===== src/rtl/rxUnitPkg.sv =====
package rxUnitPkg;
  typedef enum logic [1:0] {
    ST_IDLE,
    ST_START,
    ST_DATA,
    ST_STOP
  } rxState_e;

  typedef struct packed {
    logic shiftEn;   // take one data/extra bit into the shift register
    logic frameOk;   // stop bit sampled high
    logic frameBad;  // stop bit sampled low
    logic wipe;      // first cycle of sleep mode
  } rxStrobe_t;
endpackage


===== src/rtl/rxUnitSync.sv =====
module rxUnitSync #(
  parameter int STAGES = 2
) (
  input  logic clk,
  input  logic rstN,
  input  logic din,
  output logic dout
);
  logic [STAGES-1:0] chain;

  generate
    if (STAGES == 1) begin : gSingle
      always_ff @(posedge clk or negedge rstN) begin
        if (!rstN) chain <= '1;
        else       chain <= din;
      end
    end else begin : gMulti
      always_ff @(posedge clk or negedge rstN) begin
        if (!rstN) chain <= '1;
        else       chain <= {chain[STAGES-2:0], din};
      end
    end
  endgenerate

  assign dout = chain[STAGES-1];
endmodule


===== src/rtl/rxUnitCtrl.sv =====
module rxUnitCtrl
  import rxUnitPkg::*;
#(
  parameter int OSR       = 16,
  parameter int DATA_BITS = 8
) (
  input  logic      clk,
  input  logic      rstN,
  input  logic      tick,
  input  logic      rxS,
  input  logic      sleepMode,
  input  logic      extraEn,
  output rxStrobe_t strobe
);
  localparam int CNT_W = $clog2(OSR);
  localparam int BIT_W = $clog2(DATA_BITS + 1);
  localparam logic [CNT_W-1:0] MID_CNT  = CNT_W'(OSR / 2 - 1);
  localparam logic [CNT_W-1:0] LAST_CNT = CNT_W'(OSR - 1);

  rxState_e         state, nState;
  logic [CNT_W-1:0] cnt, nCnt;
  logic [BIT_W-1:0] bitCnt, nBit, lastBit;
  logic             sleepPrev;

  assign lastBit = extraEn ? BIT_W'(DATA_BITS) : BIT_W'(DATA_BITS - 1);

  always_comb begin
    nState = state;
    nCnt   = cnt;
    nBit   = bitCnt;
    strobe = '0;
    strobe.wipe = sleepMode & ~sleepPrev;
    if (sleepMode) begin
      nState = ST_IDLE;
      nCnt   = '0;
      nBit   = '0;
    end else if (tick) begin
      case (state)
        ST_IDLE: begin
          if (!rxS) begin
            nState = ST_START;
            nCnt   = '0;
          end
        end
        ST_START: begin
          if (cnt == MID_CNT) begin
            nCnt = '0;
            nBit = '0;
            nState = rxS ? ST_IDLE : ST_DATA;
          end else begin
            nCnt = cnt + 1'b1;
          end
        end
        ST_DATA: begin
          if (cnt == LAST_CNT) begin
            strobe.shiftEn = 1'b1;
            nCnt = '0;
            if (bitCnt == lastBit) nState = ST_STOP;
            else                   nBit = bitCnt + 1'b1;
          end else begin
            nCnt = cnt + 1'b1;
          end
        end
        default: begin
          if (cnt == LAST_CNT) begin
            nCnt   = '0;
            nState = ST_IDLE;
            if (rxS) strobe.frameOk  = 1'b1;
            else     strobe.frameBad = 1'b1;
          end else begin
            nCnt = cnt + 1'b1;
          end
        end
      endcase
    end
  end

  always_ff @(posedge clk or negedge rstN) begin
    if (!rstN) begin
      state     <= ST_IDLE;
      cnt       <= '0;
      bitCnt    <= '0;
      sleepPrev <= 1'b0;
    end else begin
      state     <= nState;
      cnt       <= nCnt;
      bitCnt    <= nBit;
      sleepPrev <= sleepMode;
    end
  end

  AST_FALSE_START: assert property (@(posedge clk) disable iff (!rstN)
    (state == ST_START && tick && cnt == MID_CNT && rxS) |=> state == ST_IDLE);
  AST_ERR_TO_SEARCH: assert property (@(posedge clk) disable iff (!rstN)
    strobe.frameBad |=> state == ST_IDLE);
  AST_SLEEP_IDLE: assert property (@(posedge clk) disable iff (!rstN)
    sleepMode |=> (state == ST_IDLE && !strobe.frameOk));
endmodule


===== src/rtl/rxUnitData.sv =====
module rxUnitData
  import rxUnitPkg::*;
#(
  parameter int DATA_BITS  = 8,
  parameter int FIFO_DEPTH = 8
) (
  input  logic                 clk,
  input  logic                 rstN,
  input  rxStrobe_t            strobe,
  input  logic                 rxS,
  input  logic                 sleepMode,
  input  logic                 extraEn,
  input  logic                 cfgWr,
  input  logic                 rdStrobe,
  output logic [DATA_BITS-1:0] rdData,
  output logic                 rdExtra,
  output logic                 dataReady,
  output logic                 lineStatus,
  output logic                 overrun
);
  localparam int WORD_W = DATA_BITS + 1;
  localparam int PTR_W  = $clog2(FIFO_DEPTH);
  localparam int LVL_W  = $clog2(FIFO_DEPTH + 1);
  localparam logic [LVL_W-1:0] FULL_LVL = LVL_W'(FIFO_DEPTH);

  logic [WORD_W-1:0] shiftReg;
  logic [WORD_W-1:0] word;
  logic [WORD_W-1:0] mem [FIFO_DEPTH];
  logic [PTR_W-1:0]  wrPtr, rdPtr;
  logic [LVL_W-1:0]  level;
  logic              full, empty, push, pop;
  logic              rxPrev, flagSet, flagClr;

  assign full  = (level == FULL_LVL);
  assign empty = (level == '0);
  assign push  = strobe.frameOk & ~full;
  assign pop   = rdStrobe & ~empty;
  assign word  = extraEn ? shiftReg : {1'b0, shiftReg[WORD_W-1:1]};

  assign flagSet = sleepMode ? (rxS != rxPrev) : strobe.frameBad;
  assign flagClr = cfgWr | strobe.frameOk;

  always_ff @(posedge clk or negedge rstN) begin
    if (!rstN) begin
      shiftReg   <= '0;
      wrPtr      <= '0;
      rdPtr      <= '0;
      level      <= '0;
      overrun    <= 1'b0;
      lineStatus <= 1'b0;
      rxPrev     <= 1'b1;
    end else begin
      rxPrev <= rxS;
      if (strobe.wipe) begin
        shiftReg   <= '0;
        wrPtr      <= '0;
        rdPtr      <= '0;
        level      <= '0;
        overrun    <= 1'b0;
        lineStatus <= 1'b0;
      end else begin
        if (strobe.shiftEn) shiftReg <= {rxS, shiftReg[WORD_W-1:1]};
        if (push) wrPtr <= wrPtr + PTR_W'(1);
        if (pop)  rdPtr <= rdPtr + PTR_W'(1);
        case ({push, pop})
          2'b10:   level <= level + 1'b1;
          2'b01:   level <= level - 1'b1;
          default: level <= level;
        endcase
        if (strobe.frameOk && full) overrun <= 1'b1;
        else if (cfgWr)             overrun <= 1'b0;
        if (flagSet)      lineStatus <= 1'b1;
        else if (flagClr) lineStatus <= 1'b0;
      end
    end
  end

  always_ff @(posedge clk) begin
    if (push) mem[wrPtr] <= word;
  end

  assign rdData    = empty ? '0 : mem[rdPtr][DATA_BITS-1:0];
  assign rdExtra   = empty ? 1'b0 : mem[rdPtr][DATA_BITS];
  assign dataReady = ~empty;

  AST_LEVEL_BOUND: assert property (@(posedge clk) disable iff (!rstN)
    level <= FULL_LVL);
  AST_BAD_SETS: assert property (@(posedge clk) disable iff (!rstN)
    strobe.frameBad |=> lineStatus);
  AST_GOOD_CLEARS: assert property (@(posedge clk) disable iff (!rstN)
    strobe.frameOk |=> !lineStatus);
  AST_READ_KEEPS: assert property (@(posedge clk) disable iff (!rstN)
    (lineStatus && rdStrobe && !cfgWr && !strobe.frameOk && !strobe.wipe) |=> lineStatus);
  AST_ACTIVITY: assert property (@(posedge clk) disable iff (!rstN)
    (sleepMode && !strobe.wipe && rxS != rxPrev) |=> lineStatus);
  AST_WIPE: assert property (@(posedge clk) disable iff (!rstN)
    strobe.wipe |=> (level == '0 && !overrun && !lineStatus));
  AST_NO_OVERFLOW: assert property (@(posedge clk) disable iff (!rstN)
    (strobe.frameOk && full && !rdStrobe) |=> ($stable(level) && overrun));
endmodule


===== src/rtl/rxFrameUnit.sv =====
module rxFrameUnit
  import rxUnitPkg::*;
#(
  parameter int OSR         = 16,
  parameter int DATA_BITS   = 8,
  parameter int FIFO_DEPTH  = 8,
  parameter int SYNC_STAGES = 2
) (
  input  logic                 clk,
  input  logic                 rstN,
  input  logic                 sampleTick,
  input  logic                 rxLine,
  input  logic                 extraEn,
  input  logic                 sleepMode,
  input  logic                 cfgWr,
  input  logic                 rdStrobe,
  output logic [DATA_BITS-1:0] rdData,
  output logic                 rdExtra,
  output logic                 dataReady,
  output logic                 lineStatus,
  output logic                 overrun
);
  logic      rxS;
  rxStrobe_t strobe;

  rxUnitSync #(.STAGES(SYNC_STAGES)) uSync (
    .clk(clk), .rstN(rstN), .din(rxLine), .dout(rxS)
  );

  rxUnitCtrl #(.OSR(OSR), .DATA_BITS(DATA_BITS)) uCtrl (
    .clk(clk), .rstN(rstN), .tick(sampleTick), .rxS(rxS),
    .sleepMode(sleepMode), .extraEn(extraEn), .strobe(strobe)
  );

  rxUnitData #(.DATA_BITS(DATA_BITS), .FIFO_DEPTH(FIFO_DEPTH)) uData (
    .clk(clk), .rstN(rstN), .strobe(strobe), .rxS(rxS),
    .sleepMode(sleepMode), .extraEn(extraEn), .cfgWr(cfgWr),
    .rdStrobe(rdStrobe), .rdData(rdData), .rdExtra(rdExtra),
    .dataReady(dataReady), .lineStatus(lineStatus), .overrun(overrun)
  );
endmodule


===== config.mk =====
export PLATFORM = sky130hd
export DESIGN_NAME = rxFrameUnit
export DESIGN_NICKNAME = d
export VERILOG_FILES = /design/src/rtl/rxUnitPkg.sv /design/src/rtl/rxUnitSync.sv /design/src/rtl/rxUnitCtrl.sv /design/src/rtl/rxUnitData.sv /design/src/rtl/rxFrameUnit.sv
export SDC_FILE = /design/constraint.sdc
export NUM_CORES = 1
export LEC_CHECK = 0
export ABC_AREA = 1
export BUFFER_PORTS_ARGS = -buffer_cell sky130_fd_sc_hd__clkbuf_2
export CORE_UTILIZATION = 35
export DETAILED_ROUTE_END_ITERATION = 16
export SETUP_SLACK_MARGIN = 0.05
export SLEW_MARGIN = 10
export SYNTH_ARGS = -nofsm -noshare
export SYNTH_HDL_FRONTEND = slang
export SYNTH_HIERARCHICAL = 1
export SYNTH_SLANG_ARGS = --single-unit

===== constraint.sdc =====
create_clock -name clk -period 2.9 [get_ports clk]
set_input_delay 0.29 -clock clk [delete_from_list [all_inputs] [get_ports clk]]
set_output_delay 0.29 -clock clk [all_outputs]
set_load 0.1 [all_outputs]

==> results of run 1 <==
==> placed cells by master (no fill, tap or decap), types with 3 or more instances in the layout <==
master,synthesis,final
nor2_1,105,96
edfxtp_1,72,72
nand2_1,65,65
o21ai_0,47,47
inv_1,35,35
dfrtp_1,32,31
nand3_1,23,23
o32ai_1,18,18
nor2_2,4,13
clkbuf_2,0,10
buf_12,0,10
buf_4,5,10
clkbuf_16,0,9
nand2_2,8,8
inv_2,7,7
a21oi_1,7,7
nand3_2,6,6
ha_1,6,6
nor3_1,5,5
o21ai_1,4,4
nor2_4,3,3
nand4_1,3,3
dfstp_2,3,3
==> flip-flops by register name, summed over array words and instances (netlist names), 2 cells and up <==
| register | count |
|---|---|
| uData/mem | 72 |
| uData/level | 4 |
| uCtrl/cnt | 4 |
| uCtrl/bitCnt | 4 |
| uData/wrPtr | 3 |
| uData/rdPtr | 3 |
| uSync/chain | 2 |
| uData/shiftReg | 9 |
| uCtrl/state | 2 |
==> logic make-up after synthesis <==
group                    count (synthesis)  synth area share
XOR/XNOR                                 4           0.00714
buffers and inverters                   61            0.0527
AND/OR/NAND/NOR                        226             0.204
adder cells (fa/ha/maj)                  6            0.0153
AO/OA/AOI/OAI                           80            0.0989
multiplexers                             1           0.00229
flip-flops                             107             0.619
==> synthesized netlist by cell type <==
cell        n  area [um2]
ha_1        6        75.1
o22ai_1     1        6.26
a211oi_1    1        7.51
nand4_1     3        18.8
buf_2       3        15.0
o21ai_0    47         235
buf_6       1        11.3
o21ai_1     4        20.0
a21oi_4     1        16.3
nand2_2     8        50.1
dfstp_2     3        78.8
xor2_1      2        17.5
o32ai_1    18         158
dfrtp_1    32         801
nand3b_1    2        15.0
nand2_1    65         244
edfxtp_1   72        2160
nor2_1    105         394
a21oi_1     7        35.0
clkbuf_1   10        37.5
nand2_4     2        22.5
nor2_4      3        33.8
xnor2_1     2        17.5
inv_2       7        26.3
mux2_2      1        11.3
o211ai_1    1        7.51
nor2_2      4        25.0
nand3_1    23         115
nand3_2     6        60.1
inv_1      35         131
buf_4       5        37.5
nor3_1      5        25.0
==> layer usage <==
metal / GRT usage / routed length (um)
met1: 0.208 / 4920
met2: 0.246 / 4900
met3: 0.0297 / 390
met4: 0.0525 / 145
met5: 0 / 0
==> power by group <==
| group | internal (mW) | total (mW) | switching (mW) | leakage, nW |
|---|---|---|---|---|
| clock network | 0.749 | 1.27 | 0.525 | 0.148 |
| registers | 1.69 | 1.88 | 0.188 | 1.12 |
| logic | 0.939 | 2.85 | 1.92 | 0.955 |
| total | 3.38 | 6.01 | 2.63 | 2.22 |
==> worst paths after layout <==
path / cells past startpoint / end / slack (ns)
setup / recovery: 15 / uData/level[3]$_DFFE_PN0P_ / 0.39
hold / removal: 1 / uSync/chain[0]$_DFF_PN1_ / 0.03
setup reg to reg: 15 / uData/level[3]$_DFFE_PN0P_ / 0.39
hold reg to reg: 0 / uSync/chain[1]$_DFF_PN1_ / 0.37
max in group asynchronous: 1 / uData/rdPtr[1]$_DFFE_PN0P_ / 2.25
min in group asynchronous: 1 / uData/level[0]$_DFFE_PN0P_ / 0.05
==> area by class of cell <==
class,instances,area [um2]
fill,1318,7760
sequential,107,3040
multi-input combinational,317,1630
timing repair buffer,30,325
clock buffer,10,229
tap,176,220
inverter,42,158
clock inverter,6,80.1
==> worst max-delay path: stages, from the launching register on <==
cell and delay [ns]:
dfrtp_1 0.38, ha_1 0.23, nand2_1 0.07, inv_1 0.07
nand3_1 0.13, nor3_1 0.44, nand2_4 0.14, nand2_2 0.13
inv_1 0.05, ha_1 0.30, inv_1 0.09, nor2_1 0.05
nor2_1 0.11, nand3_1 0.09, nand3_1 0.08, nand2_1 0.05
==> timing repair <==
action / CTS / global route
gates resized for setup: 0 / 1
setup endpoints to repair: 0 / 3
hold buffers: 0 / 0
hold endpoints to repair: 0 / 0
==> qor.yml, run 1 <==
critPathLaunch: "uCtrl/cnt[0]$_DFFE_PN0P_"
coreArea_mm2: 0.0135
die_y_um: 120
die_x_um: 120
finalSetupTns_ns: 0
worstPathRequired_ns: 3.15
drv_cap: 0
timing.hold.ws_ns: 0.0262
gp_congestion: 0.839
cts_buffers: 9
synth_nets: 499
hold_violations: 0
num_vias: 3488
grt_pass1_wl_um: 17000
irDropWorstVdd_mv: 0.371
clk_path_buf_depth: 2
antenna-diode-count: 0
crit_type: "register to register"
grt_setup_unrepaired: "no"
dpl_cell_area_mm2: 0.00538
setup_violations: 0
clock_skew_ns: 0.00784
fmax_mhz: 398
max_slew_margin: 0.406
cts_sinks: 107
cp_max_fo: 7
grt_usage: 0.153
synth_cell_types: 32
drv_slew: 0
fin_nets: 521
status: "completed"
drt-initial-drc-count: 273
fin_crit_sh: 0.866
first_pass_iters: 5
avgSynthCellArea_um2: 10.1
design_area_mm2: 0.00569
drive_above_1_share: 0.172
syn_inst: 485
dp_slack_ns: 0.380
synthToLayoutAreaGrowth_pct: 15.8
synth_warnings: 6
finalCoreUtilization: 0.423
tightest_slew_ns: 0.881
hpwl_um: 6660
r2r_start: "uCtrl/cnt[0]$_DFFE_PN0P_"
min_from: "rxLine"
power.density_mw_per_mm2: 1060
grt_max_degree: 38
dp.cells: 672
finalPower_mw: 6.01
worstSetupStartpointType: "register"
cellLeakagePower_nw: 2.22
drt-wirelength-per-cell_um: 15.0
ys_ff_latch: 107
arrival_ns: 2.76
io_pins: 20
clk_pin_slew_ns: 0.07
via_per_inst: 5.07
final_cells: 688
wl_um: 10400
row_count: 42
crit_path_end_kind: "register"
htreeDepth: 3
cts_setup_buffers: 0
drc: 0
start_util: 0.365
port-buffer-count: 19
layout_setup_ws_ns: 0.388
grt_overflow: 0
hp-class: "input port to register"
ant_nets: 0
synth_area_mm2: 0.00491
first_global_vias: 3373
cts_tree: "done"
period_minus_slack_ns: 2.51
antenna_found_initial: 0
ys_seq_area_frac: 0.619
dieArea_mm2: 0.0145
root_buffer: "clkbuf_16"
clock_latency_ns: 0.35
Note: power is estimated with default switching activity, not from simulation.
==> run 2, diff against run 1 <==
--- a/config.mk
+++ b/config.mk
@@ -10,4 +10,5 @@
 export CORE_UTILIZATION = 35
 export DETAILED_ROUTE_END_ITERATION = 16
+export RECOVER_POWER = 50
 export SETUP_SLACK_MARGIN = 0.05
 export SLEW_MARGIN = 10
==> constraint.sdc (replaced) <==
create_clock -name clk -period 2.9 [get_ports clk]
set_input_delay 0.29 -clock clk [delete_from_list [all_inputs] [get_ports clk]]
set_output_delay 0.29 -clock clk [all_outputs]
set_load 0.01 [all_outputs]
==> qor.yml, run 2 (synthesis results as in run 1) <==
drv_cap: 1
antenna_found_initial: 0
first_global_vias: 3328
clk_pin_slew_ns: 0.07
setup_violations: 0
design_area_mm2: 0.00549
drt-wirelength-per-cell_um: 14.6
cts_resized: 0
hold_violations: 0
period_minus_slack_ns: 2.55
dieArea_mm2: 0.0145
port-buffer-count: 19
dpl_cell_area_mm2: 0.00525
drt-initial-drc-count: 262
cellLeakagePower_nw: 2.17
finalSetupTns_ns: 0
largest_registers: "uData/mem: 72 flops, uData/shiftReg: 9 flops"
crit_path_end_kind: "register"
fin_nets: 526
grt_pass1_wl_um: 16800
cts_sinks: 107
ant_nets: 0
drv_slew: 36
via_per_inst: 4.94
cts_setup_buffers: 0
num_vias: 3420
htreeDepth: 3
wl_um: 10100
hp-class: "input port to register"
status: "finished with violations"
irDropWorstVdd_mv: 0.330
largest_reg_flops: 72
cts_tree: "done"
gp_congestion: 0.882
start_util: 0.365
dp.cells: 677
grt_max_degree: 39
tightest_slew_ns: 1.86
grt_usage: 0.154
drc: 0
violations: "capacitance limit, slew limit"
die_y_um: 120
final_cells: 693
clk_path_buf_depth: 2
fin_crit_sh: 0.878
crit_type: "register to register"
die_x_um: 120
cts_buffers: 9
final_common_cell: "nor2_1"
top_usage_layer: "met2"
drive_above_1_share: 0.135
fmax_mhz: 393
synthToLayoutAreaGrowth_pct: 11.7
hpwl_um: 6810
arrival_ns: 2.79
row_count: 42
cts_hold_buf: 0
grt_overflow: 0
antenna-diode-count: 0
worstPathRequired_ns: 3.15
worstSetupStartpointType: "register"
coreArea_mm2: 0.0135
use_met3: 0.0443
clock_skew_ns: 0.00971
root_buffer: "clkbuf_16"
max_slew_margin: -0.241
layout_common_cells: "108 x nor2_1, 72 x edfxtp_1, 67 x nand2_1"
power.density_mw_per_mm2: 806
largest-register: "uData/mem"
grt_setup_unrepaired: "no"
io_pins: 20
first_pass_iters: 4
clock_latency_ns: 0.35
cp_max_fo: 7
grt_util_met2: 0.256
grt_use_met1: 0.194
-- run 2: cell count changes in the layout (fill, tap and decap cells not counted), moves of 5 or more --
| cell | previous run | this run |
|---|---|---|
| nor2_2 | 13 | 2 |
| clkbuf_2 | 10 | 15 |
| nor2_1 | 96 | 108 |
| buf_4 | 10 | 16 |
| clkbuf_1 | 1 | 6 |
| buf_12 | 10 | 0 |
-- run 2: path summary, 6_finish.rpt --
path,startpoint,to,slack [ns],cells past startpoint
setup / recovery,uCtrl/cnt[0]$_DFFE_PN0P_,uData/level[3]$_DFFE_PN0P_,0.35,15
hold / removal,rxLine,uSync/chain[0]$_DFF_PN1_,0.02,1
setup reg to reg,uCtrl/cnt[0]$_DFFE_PN0P_,uData/level[3]$_DFFE_PN0P_,0.35,15
hold reg to reg,uSync/chain[0]$_DFF_PN1_,uSync/chain[1]$_DFF_PN1_,0.37,0
max in group asynchronous,rstN,uData/shiftReg[5]$_DFFE_PN0P_,1.38,1
min in group asynchronous,rstN,uCtrl/cnt[1]$_DFFE_PN0P_,0.44,1
-- run 2: layer usage --
layer  share of wire  up-vias
met1            0.47     1658
met2            0.49       47
met3           0.033        9
met5               0        -
li1                -     1706
met4           0.012        0
-- run 2: critical path, cell delays in order (launching register included) --
cell and delay [ns]:
dfrtp_1 0.37, ha_1 0.22, nand2_1 0.07, inv_1 0.07, nand3_1 0.11, nor3_1 0.47, nand2_4 0.15, nand2_2 0.13
inv_1 0.05, ha_1 0.30, inv_1 0.09, nor2_1 0.05, nor2_1 0.13, nand3_1 0.10, nand3_1 0.09, nand2_1 0.05
-- run 2: metrics by stage --
stage	power (mW)	hold slack [ns]	util	setup WS, ns
final	4.42	0.0152	0.408	0.353
after global routing	4.73	0.00172	0.408	0.139
after CTS	4.49	0.000111	0.410	0.374
after detailed placement	3.35	0.353	0.390	0.376
after global placement	3.32	0.352	0.390	0.512
after floorplan	2.94	-0.00559	-	0.648
-- run 2: where the power goes --
part           internal [mW]  switching, mW  total, mW
clock                  0.587          0.540       1.13
sequential              1.69          0.136       1.83
combinational          0.528          0.934       1.46
-- run 2: area by class of cell --
| cell class | instances | area, um2 |
|---|---|---|
| fill | 1317 | 7970 |
| clock buffer | 11 | 233 |
| sequential | 107 | 3040 |
| timing repair buffer | 35 | 210 |
| tap | 176 | 220 |
| multi-input combinational | 317 | 1590 |
| clock inverter | 5 | 35.0 |
| inverter | 42 | 158 |
==> run 3, diff against run 2 <==
Settings changed: CORE_UTILIZATION 35 to 45, SKIP_CTS_REPAIR_TIMING from default to 1.
==> qor.yml, run 3 (synthesis results as in run 1) <==
status: "finished with violations"
violations: "capacitance limit, slew limit"
grt_overflow: 0
crit_type: "register to output port"
largest-register: "uData/mem"
largest_reg_flops: 72
tightest_slew_ns: 1.90
clk_path_buf_depth: 2
io_pins: 20
fmax_mhz: 380
fin_nets: 523
layout_common_cells: "108 x nor2_1, 72 x edfxtp_1, 66 x nand2_1"
timing.hold.ws_ns: 0.199
htreeDepth: 3
min_from: "sleepMode"
drive_above_1_share: 0.134
first_pass_iters: 4
p_sw_mw: 1.59
hold_violations: 0
clk_pin_slew_ns: 0.10
r2r_start: "uCtrl/cnt[0]$_DFFE_PN0P_"
root_buffer: "clkbuf_8"
p_clk_frac: 0.207
irDropWorstVdd_mv: 0.406
via_per_inst: 5.23
grt_pass1_wl_um: 16100
p_sw_frac: 0.385
die_x_um: 106
worstPathCellList: "o21ai_0, o32ai_1, o21ai_0, nor2_1, clkbuf_2"
antenna-diode-count: 0
hold-path-endpoint: "uCtrl/sleepPrev$_DFF_PN0_"
drv_slew: 36
drt-wirelength-per-cell_um: 15.3
drt-initial-drc-count: 138
drc: 0
arrival_ns: 2.34
grt_max_degree: 38
crit_path_end_kind: "output port"
dieArea_mm2: 0.0113
nFillCells: 969
cellLeakagePower_nw: 2.11
first_global_vias: 3214
max_slew_margin: -0.268
ant_nets: 0
power.density_mw_per_mm2: 773
clock_latency_ns: 0.36
hpwl_um: 6620
largest_registers: "uData/mem: 72 flops, uData/shiftReg: 9 flops"
setup_violations: 0
reg2reg_to: "uData/level[3]$_DFFE_PN0P_"
power.internal_mw: 2.53
synthToLayoutAreaGrowth_pct: 8.51
drv_cap: 1
seq_power_share: 0.452
cp_max_fo: 32
row_count: 37
wl_um: 9960
rr_worst_depth: 15
fin_crit_sh: 0.908
cts_buffers: 9
min_path_cells: 1
worstSetupStartpointType: "register"
gp_congestion: 0.848
clock_skew_ns: 0.0139
coreArea_mm2: 0.0105
finalSetupTns_ns: 0
die_y_um: 106
grt_setup_unrepaired: "no"
hp-class: "input port to register"
grt_usage: 0.187
critPathMaxStageDelay_ns: 1.02
cts_tree: "done"
antenna_found_initial: 0
period_minus_slack_ns: 2.63
start_util: 0.469
cts_sinks: 107
p_comb_frac: 0.341
worstPathRequired_ns: 2.61
port-buffer-count: 19
reg2reg_slack_ns: 0.38
worst_path_max_delay_cell: "dfrtp_1"
final_common_cell: "nor2_1"
num_vias: 3400
cpMostUsedCell: "o21ai_0"
run 3: cell types whose count changed in the layout (fill, tap and decap cells not counted), sizes merged:
cell	previous run	this run
dlygate4sd3	0	1
buf	16	12
clkinv	1	2
clkinvlp	1	2
clkbuf	30	28
run 3: metal layers:
layer	up-vias	part of all wire	global-route usage	wire, um
met5	-	0	0	0
met2	57	0.49	0.320	4920
met3	9	0.031	0.0325	306
met4	0	0.012	0.0558	116
met1	1644	0.46	0.245	4620
li1	1690	-	-	-
run 3: through the flow:
stage | util | instances | worst slack (ns) | instance area [um2] | power [mW]
finish | 0.509 | 650 | 0.267 | 5330 | 4.12
global route | 0.509 | 650 | 0.0570 | 5330 | 4.39
CTS | 0.511 | 649 | 0.278 | 5350 | 4.17
detailed placement | 0.494 | 633 | 0.385 | 5160 | 3.32
global placement | 0.494 | 633 | 0.489 | 5160 | 3.31
floorplan | - | 485 | 0.648 | 4910 | 2.94
run 3: power by group through the flow:
stage          Clock, mW  Sequential [mW]  Combinational (mW)
5_1_grt            0.931             1.88                1.58
3_3_place_gp           0             1.90                1.41
4_1_cts            0.877             1.86                1.43
3_5_place_dp           0             1.90                1.42
2_1_floorplan          0             1.79                1.15
6_report           0.853             1.86                1.40
run 3: worst max-delay path by stage:
stage,from,end,slack [ns],cells past startpoint
after detailed placement,uCtrl/cnt[0]$_DFFE_PN0P_,uData/level[3]$_DFFE_PN0P_,0.39,15
after CTS,uData/rdPtr[1]$_DFFE_PN0P_,rdData[2],0.28,5
final,uData/rdPtr[1]$_DFFE_PN0P_,rdData[2],0.27,5
after global routing,uData/rdPtr[1]$_DFFE_PN0P_,rdData[2],0.06,5
after floorplan,uCtrl/cnt[0]$_DFFE_PN0P_,uData/mem[0][0]$_DFFE_PP_,0.65,9
after global placement,sleepMode,uData/level[3]$_DFFE_PN0P_,0.49,14
run 3: area by class of cell:
cell class,count,area [um2],area share
inverter,42,158,0.0296
tap,136,170,0.0319
clock buffer,9,124,0.0232
clock inverter,7,60.1,0.0113
timing repair buffer,32,190,0.0357
sequential,107,3040,0.571
multi-input combinational,317,1590,0.297
run 3: critical path: cells and delay by family (launching register included):
family | cells | cell delay (ns)
AO/OA/AOI/OAI | 3 | 0.60
AND/OR/NAND/NOR | 1 | 0.20
buffers and inverters | 1 | 0.17
flip-flops | 1 | 1.02
